`src/rtl/prf_pkg.sv`:
```
package prf_pkg;
  localparam int DATA_W     = 8;
  localparam int NUM_REGS   = 7;
  localparam int NUM_PAIRS  = 3;
  localparam int REG_SEL_W  = $clog2(NUM_REGS + 1);
  localparam int PAIR_SEL_W = $clog2(NUM_PAIRS + 1);
  localparam int WIDE_W     = 2 * DATA_W;
  localparam int HL_PAIR    = NUM_PAIRS - 1;
  localparam int H_IDX      = 2 * HL_PAIR + 1;
  localparam int L_IDX      = 2 * HL_PAIR + 2;

  typedef enum logic [1:0] {
    SRC_KEEP = 2'd0,
    SRC_BYTE = 2'd1,
    SRC_PAIR = 2'd2,
    SRC_SUM  = 2'd3
  } regSrc_e;

  typedef struct packed {
    regSrc_e [NUM_REGS-1:0] src;
    logic                   carryWe;
  } prfStrobes_t;
endpackage

```
`src/rtl/prf_ctrl.sv`:
```
module prf_ctrl
  import prf_pkg::*;
(
  input  logic                  clk,
  input  logic                  rstN,
  input  logic                  wrEn,
  input  logic [REG_SEL_W-1:0]  wrSel,
  input  logic                  pairWrEn,
  input  logic [PAIR_SEL_W-1:0] pairSel,
  input  logic                  addEn,
  input  logic [PAIR_SEL_W-1:0] addSel,
  output prfStrobes_t           strobes
);
  logic pairValid;
  logic addValid;

  assign pairValid = pairWrEn && (int'(pairSel) < NUM_PAIRS);
  assign addValid  = addEn && (int'(addSel) < NUM_PAIRS);

  // Priority rises down the block: byte write, pair write, pair-add.
  always_comb begin
    strobes.carryWe = addValid;
    for (int i = 0; i < NUM_REGS; i++) begin
      strobes.src[i] = SRC_KEEP;
      if (wrEn && (int'(wrSel) == i)) strobes.src[i] = SRC_BYTE;
      if (pairValid && ((int'(pairSel) * 2 + 1 == i) || (int'(pairSel) * 2 + 2 == i)))
        strobes.src[i] = SRC_PAIR;
      if (addValid && ((i == H_IDX) || (i == L_IDX)))
        strobes.src[i] = SRC_SUM;
    end
  end


  add_over_writes_chk: assert property (@(posedge clk) disable iff (!rstN)
    addValid |-> (strobes.src[H_IDX] == SRC_SUM) && (strobes.src[L_IDX] == SRC_SUM));


  pair_over_byte_chk: assert property (@(posedge clk) disable iff (!rstN)
    (pairValid && !addValid) |->
      (strobes.src[int'(pairSel) * 2 + 1] == SRC_PAIR) &&
      (strobes.src[int'(pairSel) * 2 + 2] == SRC_PAIR));


  unused_code_chk: assert property (@(posedge clk) disable iff (!rstN)
    (!wrEn && !pairValid && !addValid) |-> (strobes == '0));
endmodule

```
`src/rtl/prf_datapath.sv`:
```
module prf_datapath
  import prf_pkg::*;
(
  input  logic                  clk,
  input  logic                  rstN,
  input  prfStrobes_t           strobes,
  input  logic [DATA_W-1:0]     wrData,
  input  logic [WIDE_W-1:0]     pairWrData,
  input  logic [REG_SEL_W-1:0]  rdSelA,
  input  logic [REG_SEL_W-1:0]  rdSelB,
  input  logic [PAIR_SEL_W-1:0] pairSel,
  input  logic [PAIR_SEL_W-1:0] addSel,
  output logic [DATA_W-1:0]     rdDataA,
  output logic [DATA_W-1:0]     rdDataB,
  output logic [WIDE_W-1:0]     pairRdData,
  output logic [WIDE_W-1:0]     memAddr,
  output logic                  addCarry
);
  logic [DATA_W-1:0] regs [NUM_REGS];
  logic [WIDE_W-1:0] hlVal;
  logic [WIDE_W-1:0] addOperand;
  logic [WIDE_W:0]   pairSum;

  function automatic logic [DATA_W-1:0] pickByte(input logic [REG_SEL_W-1:0] sel,
                                                 input logic [DATA_W-1:0] r [NUM_REGS]);
    logic [DATA_W-1:0] v;
    v = '0;
    for (int i = 0; i < NUM_REGS; i++)
      if (int'(sel) == i) v = r[i];
    return v;
  endfunction

  function automatic logic [WIDE_W-1:0] pickPair(input logic [PAIR_SEL_W-1:0] sel,
                                                 input logic [DATA_W-1:0] r [NUM_REGS]);
    logic [WIDE_W-1:0] v;
    v = '0;
    for (int p = 0; p < NUM_PAIRS; p++)
      if (int'(sel) == p) v = {r[2*p+1], r[2*p+2]};
    return v;
  endfunction

  assign hlVal      = {regs[H_IDX], regs[L_IDX]};
  assign addOperand = pickPair(addSel, regs);
  assign pairSum    = {1'b0, hlVal} + {1'b0, addOperand};

  assign rdDataA    = pickByte(rdSelA, regs);
  assign rdDataB    = pickByte(rdSelB, regs);
  assign pairRdData = pickPair(pairSel, regs);
  assign memAddr    = hlVal;

  // Odd indices hold the high byte of a pair, even indices above zero the low byte.
  for (genvar g = 0; g < NUM_REGS; g++) begin : gReg
    localparam bit IS_HI = (g % 2) == 1;
    always_ff @(posedge clk) begin
      if (!rstN) begin
        regs[g] <= '0;
      end else begin
        case (strobes.src[g])
          SRC_BYTE: regs[g] <= wrData;
          SRC_PAIR: regs[g] <= IS_HI ? pairWrData[WIDE_W-1:DATA_W] : pairWrData[DATA_W-1:0];
          SRC_SUM:  regs[g] <= IS_HI ? pairSum[WIDE_W-1:DATA_W] : pairSum[DATA_W-1:0];
          default:  regs[g] <= regs[g];
        endcase
      end
    end
  end

  always_ff @(posedge clk) begin
    if (!rstN)                addCarry <= 1'b0;
    else if (strobes.carryWe) addCarry <= pairSum[WIDE_W];
  end


  pair_add_result_chk: assert property (@(posedge clk) disable iff (!rstN)
    strobes.carryWe |=> ({addCarry, memAddr} == $past({1'b0, hlVal}) + $past({1'b0, addOperand})));


  carry_hold_chk: assert property (@(posedge clk) disable iff (!rstN)
    !strobes.carryWe |=> $stable(addCarry));


  reset_clear_chk: assert property (@(posedge clk) disable iff (!rstN)
    $rose(rstN) |-> (memAddr == '0) && !addCarry && (regs[0] == '0));
endmodule

```
`src/rtl/pair_reg_file.sv`:
```
module pair_reg_file
  import prf_pkg::*;
(
  input  logic                  clk,
  input  logic                  rstN,
  input  logic [REG_SEL_W-1:0]  rdSelA,
  output logic [DATA_W-1:0]     rdDataA,
  input  logic [REG_SEL_W-1:0]  rdSelB,
  output logic [DATA_W-1:0]     rdDataB,
  input  logic                  wrEn,
  input  logic [REG_SEL_W-1:0]  wrSel,
  input  logic [DATA_W-1:0]     wrData,
  input  logic [PAIR_SEL_W-1:0] pairSel,
  output logic [WIDE_W-1:0]     pairRdData,
  input  logic                  pairWrEn,
  input  logic [WIDE_W-1:0]     pairWrData,
  input  logic                  addEn,
  input  logic [PAIR_SEL_W-1:0] addSel,
  output logic                  addCarry,
  output logic [WIDE_W-1:0]     memAddr
);
  prfStrobes_t strobes;

  prf_ctrl ctrl_i (
    .clk(clk), .rstN(rstN), .wrEn(wrEn), .wrSel(wrSel),
    .pairWrEn(pairWrEn), .pairSel(pairSel), .addEn(addEn), .addSel(addSel),
    .strobes(strobes)
  );

  prf_datapath dp_i (
    .clk(clk), .rstN(rstN), .strobes(strobes), .wrData(wrData),
    .pairWrData(pairWrData), .rdSelA(rdSelA), .rdSelB(rdSelB),
    .pairSel(pairSel), .addSel(addSel), .rdDataA(rdDataA), .rdDataB(rdDataB),
    .pairRdData(pairRdData), .memAddr(memAddr), .addCarry(addCarry)
  );


  hl_pair_load_chk: assert property (@(posedge clk) disable iff (!rstN)
    (pairWrEn && (pairSel == 2'd2) && !(addEn && (addSel != 2'd3))) |=>
      (memAddr == $past(pairWrData)));
endmodule

```
`config.mk`:
```
export PLATFORM = sky130hd
export DESIGN_NAME = pair_reg_file
export DESIGN_NICKNAME = d
export VERILOG_FILES = /design/src/rtl/prf_pkg.sv /design/src/rtl/prf_ctrl.sv /design/src/rtl/prf_datapath.sv /design/src/rtl/pair_reg_file.sv
export SDC_FILE = /design/constraint.sdc
export NUM_CORES = 1
export LEC_CHECK = 0
export BUFFER_PORTS_ARGS = -buffer_cell sky130_fd_sc_hd__buf_2
export CAP_MARGIN = 10
export CELL_PAD_IN_SITES_DETAIL_PLACEMENT = 1
export CELL_PAD_IN_SITES_GLOBAL_PLACEMENT = 1
export CORE_ASPECT_RATIO = 1.4
export CORE_UTILIZATION = 43
export DETAILED_ROUTE_END_ITERATION = 8
export PLACE_DENSITY = 0.83
export SYNTH_ARGS = -nofsm -noshare
export SYNTH_HDL_FRONTEND = slang
export SYNTH_SLANG_ARGS = --single-unit
```
`constraint.sdc`:
```
create_clock -name clk -period 3.75 [get_ports clk]
set_input_delay 0.75 -clock clk [delete_from_list [all_inputs] [get_ports clk]]
set_output_delay 0.75 -clock clk [all_outputs]
set_load 0.02 [all_outputs]
```
# Word-level counts from Yosys, hierarchy flattened
# Index checks and enable logic that the tools add are counted.
# totals
regBits	57
latch_bits	0
ramBits	0
mem_bits_ro	0
in_bits	42
output_inout_bits	49
elab_cells	148
mem_count	0
# op_classes
n_addsub	3
multipliers	0
div_mod_pow	0
magnitude_cmp	2
eq_ne	55
shifts	0
muxes	43
n_bitwise	0
reduce_logical	37
# op_table
op	n
$eq A32 B4 Y1 const B	6
$pmux W8 S3	7
$eq A32 B3 Y1 const B	4
$mux W8	14
$mux W16	6
$eq A32 B2 Y1 const B	2
$logic_not A32 Y1	2
$eq A2 B2 Y1 const B	18
$eq A3 B3 Y1 const B	12
$reduce_bool A3 Y1	7
$eq A3 B2 Y1 const B	6
$mux W2	9
$add A16 B16 Y17	1
$logic_and A1 B1 Y1	16
$eq A2 B1 Y1 const B	7
$logic_not A3 Y1	3
$logic_or A1 B1 Y1	7
$mux W1	7
$add A3 B1 Y4 const B	1
$add A3 B2 Y4 const B	1
$logic_not A2 Y1	2
$lt A2 B2 Y1 const B	2

# Longest topological paths before layout
# logic_depth
depth_word	8
depth_mapped	15
ltp_nobuf	12

# By module
# A second synthesis with hierarchy kept.
# hier_totals
hier_cells	640
area_unflattened_um2	5745.5
# by_module_without_submodules
mod	n_inst	cells_each	area_each_um2	seq_area_each_um2
prf_datapath	1	617	5569.1	1141.1
prf_ctrl	1	23	176.4	0.0

# Least setup slack after synthesis
# No wires, ideal clock.
# synth_timing
path_type	in2reg
from	input port addSel[1]
to	register dp_i.regs, in the netlist dp_i.memAddr[14]
setup_ns	0.137
arrival_time_ns	3.301
required_ns	3.613
setup_slack_ns	0.312
path_stages	13
n_path_buf	2
cell_sequence	buf_6 -> clkbuf_1 -> mux2i_1 -> o21ai_0 -> ha_1 -> inv_1 -> fa_1 -> nand2b_1 -> a21oi_2 -> o22ai_2 -> o41ai_4 -> o31a_2 -> o211ai_1
# synth_via
elab_chain_cells	6
word_cells_on_any_way	15
classes_between	1 x add/sub; 1 x order compare; 5 x eq/ne; 5 x mux; 3 x reduce/logical
# synth_lines
element	line	rtl
from (decl)	pair_reg_file.sv:18	input logic [PAIR_SEL_W-1:0] addSel,
$logic_not A2 Y1	prf_datapath.sv:38	if (int'(sel) == p) v = {r[2*p+1], r[2*p+2]};
$mux W16 (3 in a row)	prf_datapath.sv:38	
$add A16 B16 Y17	prf_datapath.sv:44	assign pairSum = {1'b0, hlVal} + {1'b0, addOperand};
$pmux W8 S3	prf_datapath.sv:58	case (strobes.src[g])
to (signal, indexed assignment)	prf_datapath.sv:59	SRC_BYTE: regs[g] <= wrData;
to (signal, indexed assignment)	prf_datapath.sv:60	SRC_PAIR: regs[g] <= IS_HI ? pairWrData[WIDE_W-1:DATA_W] : pairWrData[DATA_W-1:0];
to (signal, indexed assignment)	prf_datapath.sv:61	SRC_SUM: regs[g] <= IS_HI ? pairSum[WIDE_W-1:DATA_W] : pairSum[DATA_W-1:0];
to (decl)	prf_datapath.sv:19	logic [DATA_W-1:0] regs [NUM_REGS];
# Several ways; a longest one is shown, not always the timed one.
# A chain may end at the register's enable or synchronous reset.

# Final worst setup path
# Ends and elaborated chain as after synthesis.

==> results_dict.tcl <==
set metrics [dict create \
    clk_path_buf_depth 2 \
    vdd.ir_drop.worst_mv 0.217 \
    cts_tree "yes" \
    initial_utilization_pct 44.5 \
    ant_nets 0 \
    synth_area_um2 5280 \
    via_per_inst 6.47 \
    postSynthAreaPerCell_um2 8.58 \
    fp.dieH_um 133 \
    rows 47 \
    max_freq_mhz 324 \
    groute.usage.overall_pct 31.2 \
    cts_sinks 57 \
    grt_pass1_wl_um 29900 \
    placed_cells 805 \
    finalNonFillerCells 818 \
    synth_xor_area_share_pct 1.16 \
    path_class "input pin to flop" \
    clockRootBuffer "clkbuf_16" \
    required_ps 3950 \
    final_cell_mix "nand2_1, mux2i_1, buf_2" \
    die_area_um2 12700 \
    nNetsFinal 730 \
    placement.cell_area_um2 5640 \
    multi_input_area_um2 3780 \
    vias 5293 \
    postCtsResizedCells 0 \
    post-route-min-period_ps 3090 \
    p_per_area_nw_per_um2 335 \
    hold_buffers 0 \
    fin_crit_sh_pct 82.3 \
    yosys.area_share.simple_pct 15.8 \
    endpoint_kind "flop" \
    clk-insertion-delay-late_ps 330 \
    grt_overflow 0 \
    synth.distinct_cells 68 \
    cts_buffers 9 \
    top_level_ports 91 \
    min_path_type "flop to flop" \
    outcome "completed" \
    final.setup.tns_ps 0 \
    setup_ws_ps 664 \
    rsz0062_at_grt "no" \
    clk_pin_slew_ps 50 \
    cp_data_arrival_time_ps 3280 \
    grt_pass1_vias 5502 \
    regToRegSetupSlack_ps 760 \
    relSlewSlack_pct 35.8 \
    layout-drive-gt1-share_pct 23.1 \
    drt_first_pass_iters 8 \
    final_area_um2 5910 \
    initialDrtViolationCount 391 \
    critPathLaunchType "input pin" \
    mostFrequentLayoutCell "nand2_1" \
    nFillCells 1466 \
    post_drt_wl_per_cell_um 23.7 \
    wl_um 19400 \
    grt_max_degree 46 \
    synth_warnings 0 \
    critical_path.max_fanout 5 \
    synth_top_flop_cell "dfxtp_1" \
    tightest_slew_ps 959 \
    synth_top_family_by_area "multiplexers" \
    regArea_um2 1140 \
    synth-async-reset-ratio_pct 0 \
    hpwl_um 14400 \
    final-setup-viol-count 0 \
    coreArea_um2 11900 \
    cts_setup_buffers 0 \
    synthCells 616 \
    yosys.area_share.adder_pct 4.64 \
    maxCapViolCount 0 \
    syn_to_final_growth_pct 11.9 \
    cts_htree_levels 3 \
    synth_seq_cells 57 \
    diodes 0 \
    cellLeakagePower_nw 2.97 \
    yosysSeqAreaShare_pct 21.6 \
    portBuffers 90 \
    post-place-ws_ps 345 \
    muxShareOfSynthArea_pct 26.8 \
    skew_ps 5.53 \
    antenna_found_initial 0 \
    utilization_pct 49.8 \
    syn_nets 677 \
    die_x_um 95.7 \
    hold_viol 0 \
    drc 0 \
    final-max-slew-violation-count 0 \
    synth_edf_count 0 \
    place_congestion 0.899 \
    synth-compound-area-share_pct 23.1 \
]
## per-stage QoR
step                hold slack [ps]  power [mW]
finish                          486        1.98
global route                    507        2.05
CTS                             483        1.98
detailed placement              476        1.22
global placement                461        1.20
floorplan                       451        1.05
## synth_stat cells, types with 5 or more instances
master	instances	share of area (%)
mux2_2	17	3.6
o2bb2ai_1	7	1.2
xnor2_1	7	1.2
a21oi_1	15	1.4
nor2_1	13	0.92
clkbuf_1	24	1.7
nand2_1	118	8.4
dfxtp_1	57	22
ha_1	18	4.3
a21o_1	5	0.71
inv_1	6	0.43
o21ai_0	63	6.0
o211a_1	32	6.1
a21boi_0	8	1.1
nor3_1	6	0.57
mux4_2	13	5.5
mux2i_1	93	18
nand3_1	5	0.47
nor2b_1	8	0.95
buf_2	9	0.85
buf_4	16	2.3
## final timing paths
kind | startpoint | depth (start not counted) | end
setup / recovery | addSel[1] | 13 | dp_i.memAddr[14]
hold / removal | dp_i.regs[51] | 2 | dp_i.regs[51]
setup reg to reg | dp_i.memAddr[0] | 11 | dp_i.memAddr[14]
hold reg to reg | dp_i.regs[51] | 2 | dp_i.regs[51]
## power breakdown
part	internal (mW)	switching (mW)	leakage [nW]
sequential	0.644	0.0765	0.466
clock	0.489	0.268	0.134
combinational	0.201	0.303	2.37
## kinds of logic after synthesis
kind of cell / count (synthesis)
AO/OA/AOI/OAI: 167
XOR/XNOR: 7
flip-flops: 57
AND/OR/NAND/NOR: 180
multiplexers: 123
buffers and inverters: 63
adder cells (fa/ha/maj): 19
## area by class of cell
cell class,instances,share of cell area [%]
clock buffer,13,4.57
inverter,6,0.381
multi-input combinational,496,63.9
sequential,57,19.3
tap,147,3.11
timing repair buffer,99,8.76
## state kept, by name, indices dropped and copies added, names as in the netlist
| signal | cells |
|---|---|
| dp_i.regs | 40 |
| dp_i.memAddr | 16 |
| dp_i.addCarry | 1 |
## critical path, cell delays in order
cell      delay, ps
buf_2           140
nor2b_1         230
nand2_1          90
o21ai_0         110
ha_1            210
inv_1            60
fa_1            390
nand2b_1        190
a21oi_2         190
o22ai_2         170
o41ai_4         480
o31a_2          180
o211ai_1         80
## per-layer routing
metal,part of all wire (%),vias to the layer above,GRT usage (%)
met5,0,-,0
met4,4.2,0,14.3
met3,5.3,62,3.82
met2,51,224,53.9
met1,40,2645,37.8
li1,-,2362,-
Power figures use the tool's default switching activity.
